## src/rtl/fts_sram.sv

```systemverilog
module fts_sram #(
  parameter int AW    = 6,
  parameter int LANES = 2,
  parameter int LW    = 9,
  localparam int DW   = LANES * LW
) (
  input  logic             clk,
  input  logic             rst_n,
  input  logic             cke_n,
  input  logic             cs_a_n,
  input  logic             cs_b,
  input  logic             cs_c_n,
  input  logic [AW-1:0]    addr,
  input  logic             wr_n,
  input  logic             load_n,
  input  logic             order_il,
  input  logic [LANES-1:0] lane_we_n,
  input  logic             out_en_n,
  input  logic             sleep_req,
  input  logic [DW-1:0]    dq_in,
  output logic [DW-1:0]    dq_out,
  output logic             dq_oe
);
  localparam int DEPTH = 1 << AW;

  typedef enum logic [1:0] {P_IDLE, P_RD, P_WR} phase_t;
  typedef enum logic [1:0] {S_RUN, S_IN, S_SLEEP, S_OUT} slp_t;

  phase_t        phase;
  slp_t          slp;
  logic          scnt;
  logic [AW-1:0] base;
  logic [1:0]    bcnt;
  logic          il_q;

  logic          go, awake, chip_on, start, desel, adv, commit;
  logic [1:0]    low;
  logic [AW-1:0] cur;

  assign go      = !cke_n;
  assign awake   = (slp == S_RUN) && !sleep_req;
  assign chip_on = !cs_a_n && cs_b && !cs_c_n;
  assign start   = go && awake && !load_n && chip_on;
  assign desel   = go && awake && !load_n && !chip_on;
  assign adv     = go && awake && load_n && (phase != P_IDLE);
  assign commit  = go && awake && (phase == P_WR);

  assign low = il_q ? (base[1:0] ^ bcnt) : (base[1:0] + bcnt);
  assign cur = {base[AW-1:2], low};

  assign dq_oe = (phase == P_RD) && !out_en_n && (slp == S_RUN);

  always_ff @(posedge clk) begin
    if (!rst_n) begin
      phase <= P_IDLE;
      base  <= '0;
      bcnt  <= '0;
      il_q  <= 1'b0;
    end else if (!awake) begin
      phase <= P_IDLE;
    end else if (go) begin
      if (!load_n) begin
        if (chip_on) begin
          phase <= wr_n ? P_RD : P_WR;
          base  <= addr;
          bcnt  <= '0;
          il_q  <= order_il;
        end else begin
          phase <= P_IDLE;
        end
      end else if (phase != P_IDLE) begin
        bcnt <= bcnt + 2'd1;
      end
    end
  end

  always_ff @(posedge clk) begin
    if (!rst_n) begin
      slp  <= S_RUN;
      scnt <= 1'b0;
    end else begin
      case (slp)
        S_RUN: if (sleep_req) begin
          slp  <= S_IN;
          scnt <= 1'b0;
        end
        S_IN: if (scnt) begin
          slp  <= S_SLEEP;
          scnt <= 1'b0;
        end else scnt <= 1'b1;
        S_SLEEP: begin
          scnt <= 1'b0;
          if (!sleep_req) slp <= S_OUT;
        end
        default: if (scnt) begin
          slp  <= S_RUN;
          scnt <= 1'b0;
        end else scnt <= 1'b1;
      endcase
    end
  end

  for (genvar g = 0; g < LANES; g++) begin : g_lane
    logic [LW-1:0] arr [DEPTH];

    always_ff @(posedge clk) begin
      if (!rst_n) begin
        for (int i = 0; i < DEPTH; i++) arr[i] <= '0;
      end else if (commit && !lane_we_n[g]) begin
        arr[cur] <= dq_in[g*LW +: LW];
      end
    end

    assign dq_out[g*LW +: LW] = arr[cur];
  end

  a_r2_freeze: assert property (@(posedge clk) disable iff (!rst_n)
    (cke_n && awake) |=> ($stable(phase) && $stable(bcnt) && $stable(base)));

  a_r3_load: assert property (@(posedge clk) disable iff (!rst_n)
    start |=> ((phase == ($past(wr_n) ? P_RD : P_WR)) && (base == $past(addr)) && (bcnt == 2'd0)));

  a_r5_write_quiet: assert property (@(posedge clk) disable iff (!rst_n)
    (start && !wr_n) |=> !dq_oe);

  a_r7_advance: assert property (@(posedge clk) disable iff (!rst_n)
    adv |=> ((bcnt == $past(bcnt) + 2'd1) && (phase == $past(phase))));

  a_r10_deselect: assert property (@(posedge clk) disable iff (!rst_n)
    desel |=> !dq_oe);

  a_r11_blocked: assert property (@(posedge clk) disable iff (!rst_n)
    (slp != S_RUN) |=> (phase == P_IDLE));
endmodule

```

## config.mk

```make
export PLATFORM = sky130hd
export DESIGN_NAME = fts_sram
export DESIGN_NICKNAME = d
export VERILOG_FILES = /design/src/rtl/fts_sram.sv
export SDC_FILE = /design/constraint.sdc
export NUM_CORES = 2
export LEC_CHECK = 0
export ABC_AREA = 1
export BUFFER_PORTS_ARGS = -buffer_cell sky130_fd_sc_hd__buf_2
export CAP_MARGIN = 20
export CORE_MARGIN = 3
export CORE_UTILIZATION = 45
export CTS_CLUSTER_DIAMETER = 200
export DETAILED_ROUTE_END_ITERATION = 7
export PLACE_DENSITY = 0.64
export REMOVE_ABC_BUFFERS = 1
export SETUP_SLACK_MARGIN = 0.3
export SYNTH_ARGS = -nofsm -noshare
export SYNTH_HDL_FRONTEND = slang
export SYNTH_SLANG_ARGS = --single-unit
export TNS_END_PERCENT = 10
```

## constraint.sdc

```tcl
create_clock -name clk -period 3.6 [get_ports clk]
set_input_delay 0.18 -clock clk [delete_from_list [all_inputs] [get_ports clk]]
set_output_delay 0.18 -clock clk [all_outputs]
set_load 0.01 [all_outputs]
```

# After elaboration in Yosys (flattened, before gate mapping)
# Memories as Yosys holds them, arrays and structs flattened.
# Cells that the tools add are included.
# classes
bitwise,3
mux,27
n_addsub,2
reduce_logical,27
eq_ne,8
# ops
operator,count
$mux W2,10
$mux W9,2
$reduce_or A9 Y1,2
$mux W6,2
$reduce_and A4 Y1,3
$mux W1,11
$logic_and A1 B1 Y1,9
$logic_not A1 Y1,7
$ne A2 B2 Y1 const B,3
$pmux W2 S3,1
$eq A2 B1 Y1 const B,2
$eq A2 B2 Y1 const B,2
$reduce_and A2 Y1,2
$reduce_bool A2 Y1,2
$reduce_bool A3 Y1,1
$add A2 B1 Y2 const B,1
$add A2 B2 Y2,1
$logic_not A2 Y1,1
$ne A2 B1 Y1 const B,1
$not A1 Y1,2
$pmux W1 S2,1
$xor A2 B2 Y2,1
# totals
ff_bits,14
inputBits,37
output_inout_bits,19
wordCells,75
n_memories,2
mem_bits_rw,1152
# mem_list
name,depth,word_bits,rd,rd_ports_with_merged_regs,wr,line_no,source
g_lane[0].arr,64,9,1,0,64,104,logic [LW-1:0] arr [DEPTH];
g_lane[1].arr,64,9,1,0,64,104,

# Logic depth before layout (Yosys ltp)
# depth
ltp_word,10
ltp_mapped,16
mapped_depth_nobuf,13

# Worst setup path before layout
# No wires, ideal clock.
# synth_timing
path_type,register to register
start,register bcnt[0]
end,"memory g_lane[0].arr[22][0], enable pin"
required_ns,3.266
arrival_time_ns,2.037
slack_ns,1.229
stages_incl_launch_ff,10
period_less_slack_ns,2.371
cell_sequence,dfxtp_1 -> ha_1 -> buf_2 -> buf_2 -> buf_2 -> buf_2 -> nor2_8 -> buf_12 -> nand3_4 -> nand2_1
# synth_lines
item,line_no,source
start: declaration,33,logic [1:0] bcnt;
start signal: assignment,72,bcnt <= bcnt + 2'd1;
end: declaration,104,

# Final worst setup path
# layout_timing
start,register bcnt[0]
end,output dq_out[0]
# layout_between
elab_chain_cells,3
elab_cells_between_ends,4
# layout_rtl
item,line_no,source
$add A2 B2 Y2 / $xor A2 B2 Y2 (equally long branches),48,assign low = il_q ? (base[1:0] ^ bcnt) : (base[1:0] + bcnt);
$mux W2 *,48,
$mem_v2 Z64 W9 *,-,
end: declaration,21,"output logic [DW-1:0] dq_out,"
# Every way passes the cells marked *; elsewhere a longest branch is shown, timed or not.

==> metrics.md <==
| Metric | Value |
|---|---|
| Number of nets in the final layout | between 5000 and 6000 |
| Setup_tns | 0 ps |
| CP Data Required Time | ~3400 ps |
| Commonest non-fill, non-tap cells in the layout | sky130_fd_sc_hd__nand2_1, sky130_fd_sc_hd__nor2_1, sky130_fd_sc_hd__edfxtp_1 |
| Slew headroom | about a quarter |
| Netlist Area Pre-Place | between 50000 and 60000 um^2 |
| Number of failing hold endpoints at the final stage | 0 |
| Port buffer count | 55 |
| # diodes | 0 |
| Area of the core | 123000 um^2 |
| Maximum vdd drop | 0.451 mV |
| Routability congestion estimate from global placement | ~0.83 |
| Via count of the first global-routing pass | 39500 |
| Final HPWL from detailed placement | 92.6 mm |
| Fraction of final layout cells with drive strength greater than 1 | about an eighth |
| Critical path class | reg2out |
| Die height | roughly 360 um |
| Most frequent standard cell in the layout excluding fill and tap cells | sky130_fd_sc_hd__nand2_1 |
| Max clock buf depth | 3 |
| Overall die area | approximately 130000 um^2 |
| Setup violators final | 0 |
| Starting Density | 45.6% |
| Aggregate global-route resource usage | between 20% and 30% |
| Remaining routing DRC violations | 0 |
| Pins Over Slew Limit | 0 |
| Number of cells in the finished layout apart from fillers | between 7000 and 8000 |
| Post-route minimum period | ~3300 ps |
| Number of unique standard cell types used by synthesis | 35 |
| Clock tree from TritonCTS | yes |
| Power Total | slightly above 30 mW |
| Launching element type of the critical path | flip-flop |
| Vias/cell | 5.57 |
| Worst-skew pair later-pin latency | approximately 730 ps |
| Vias after detailed routing | approximately 42000 |
| Layout overhead on the synthesized area | 15.0% |
| Maximum achievable frequency | between 300 and 400 MHz |
| #FFs+latches synth | 1166 |
| Post-Synthesis Cells | between 5000 and 6000 |
| Initial antenna violation count | 1 |
| Avg WL per Cell | approximately 23 um |
| Fillcell total | between 10000 and 15000 |
| Total area of sequential cells | roughly 35000 um^2 |
| RSZ-0062 raised after global routing | yes |
| Violation count after the first detailed-route iteration | 5402 |
| Worst setup EP type | primary output |
| Largest driver fanout on the critical path | 6 |
| Pin slew with the least headroom to its limit | 1110 ps |
| Total power divided by cell area | about 470 nW/um^2 |
| Status | complete, no violations |
| Part of the cycle the worst path needs | about 92% |
| Clock-pin slew reported for the worst setup and hold paths after clock tree synthesis | approximately 60 ps |
| Top-level port count | 56 |
| Pin count of the biggest net entering global routing | about 130 |
| Area used by multi-input combinational logic | 19400 um^2 |
| Synthesized area per cell | 9.64 um^2 |
| Core Rows | roughly 130 |
| Count of TritonRoute iterations in the first routing pass | 6 |
| Share of synthesized area occupied by flip-flops and latches | 62.4% |
| Cell leakage power | 26.2 nW |
| Global-route wire length before repair | approximately 240 mm |
| Post-Place Cells | roughly 7200 |
| # clock sinks | around 1200 |
| Yosys warnings | 0 |
| Total wire length after detailed routing | 172 mm |
| Root Buffer Master | sky130_fd_sc_hd__clkbuf_16 |
| Die outline width | between 300 and 400 um |
| Data arrival time at the worst-slack endpoint | about 3100 ps |
| Detail Route Antenna Nets | 0 |
| Aggregate global routing overflow | 0 |
| Setup clock skew after layout | 15.1 ps |
| Max-cap violations | 0 |
| Worst min-delay path category | in2reg |
| Number of buffers inserted during clock tree synthesis | between 100 and 150 |
| Total number of H-tree levels | 3 |
[worst max-delay path, stage by stage (launching register included)]
cell                        delay (ps)
sky130_fd_sc_hd__dfxtp_2           340
sky130_fd_sc_hd__ha_4              390
sky130_fd_sc_hd__clkbuf_16         220
sky130_fd_sc_hd__buf_12            160
sky130_fd_sc_hd__buf_12            150
sky130_fd_sc_hd__clkinv_8           90
sky130_fd_sc_hd__nand2_1            70
sky130_fd_sc_hd__nand2_1            40
sky130_fd_sc_hd__nand2_1            60
sky130_fd_sc_hd__o21ai_1            90
sky130_fd_sc_hd__nand2_1            70
sky130_fd_sc_hd__nand2_1            60
sky130_fd_sc_hd__nand2_2           130
sky130_fd_sc_hd__nand2_4           110
sky130_fd_sc_hd__nor2_1            110
sky130_fd_sc_hd__nand2_1           110
sky130_fd_sc_hd__buf_2             160
[final timing paths]
| check | start | to | slack, ps | depth (start not counted) |
|---|---|---|---|---|
| setup / recovery | bcnt[0]$_SDFFE_PN0P_ | dq_out[0] | 300 | 16 |
| hold / removal | dq_in[1] | g_lane[0].arr[42][1]$_SDFFCE_PN0P_ | 50 | 3 |
| setup reg to reg | bcnt[0]$_SDFFE_PN0P_ | g_lane[1].arr[52][2]$_SDFFCE_PN0P_ | 520 | 12 |
| hold reg to reg | scnt$_SDFFE_PN0P_ | scnt$_SDFFE_PN0P_ | 500 | 1 |
[routing by layer]
| layer | track usage [%] | wire (um) |
|---|---|---|
| met2 | 39.0 | 80300 |
| met1 | 34.2 | 69600 |
| met3 | 3.05 | 16600 |
| met4 | 7.85 | 5530 |
| met5 | 0 | 0 |
[per-stage QoR]
step / hold WS, ps / cell area [um^2] / util [%] / setup slack, ps
floorplan: 315 / 54000 / - / -23330
global placement: 409 / 57800 / 47.1 / 415
detailed placement: 410 / 57800 / 47.1 / 324
CTS: 15.1 / 62500 / 51.0 / 140
global route: 61.1 / 64300 / 52.4 / 243
finish: 51.9 / 64300 / 52.4 / 299
[logic make-up (layout without fill, tap and decap cells)]
group	after synthesis	count (layout)	synth area share, %
AOI/OAI and AO/OA	475	475	5.13
adders and majority gates	5	5	0.112
buffers and inverters	436	561	3.53
DFF	1166	1166	62.4
muxes	69	69	1.24
and+or+nand+nor	3645	3646	27.6
[final cells by class]
cell class | instances | share of cell area (%)
Sequential cell | 1166 | 54.3
Multi-Input combinational cell | 4195 | 30.3
Timing Repair Buffer | 283 | 5.93
Clock buffer | 150 | 4.91
Tap cell | 1625 | 3.16
Clock inverter | 78 | 1.03
Inverter | 44 | 0.317
Timing Repair inverter | 6 | 0.105
[power breakdown]
part / internal [mW] / switching [mW] / total, mW
clock network: 6.91 / 5.38 / 12.3
registers: 15.3 / 0.139 / 15.5
logic: 0.685 / 1.71 / 2.40
total: 22.9 / 7.23 / 30.2
[Yosys cell counts (all sizes together)]
| library cell | instances | share of area, % |
|---|---|---|
| nor3 | 15 | 0.20 |
| a21oi | 10 | 0.090 |
| a21boi | 190 | 2.6 |
| nand4 | 1 | 0.011 |
| clkbuf | 235 | 1.6 |
| a22o | 1 | 0.016 |
| ha | 5 | 0.11 |
| dfxtp | 14 | 0.50 |
| o21ai | 272 | 2.4 |
| clkinv | 3 | 0.020 |
| buf | 157 | 1.7 |
| nand2 | 2250 | 15 |
| inv | 41 | 0.28 |
| edfxtp | 1152 | 62 |
| nand3 | 163 | 3.7 |
| mux2i | 69 | 1.2 |
| nor4 | 1 | 0.011 |
| nor2 | 1215 | 8.5 |
| a211oi | 1 | 0.013 |
| o211a | 1 | 0.018 |
[registers in the layout (all words and copies together), names as in the netlist]
register    count
slp             2
il_q            1
phase           2
base            6
scnt            1
bcnt            2
g_lane.arr   1152
[what timing repair did]
action / in CTS / in global routing
endpoints found under the setup margin: 18 / 47
endpoints found under the hold margin: 43 / 0
setup buffers: 16 / 19
gates resized for setup: 72 / 193
hold buffers: 22 / 0
pin swaps: 6 / 22
cloned: 6 / 60
Note: power is estimated with default switching activity, not from simulation.
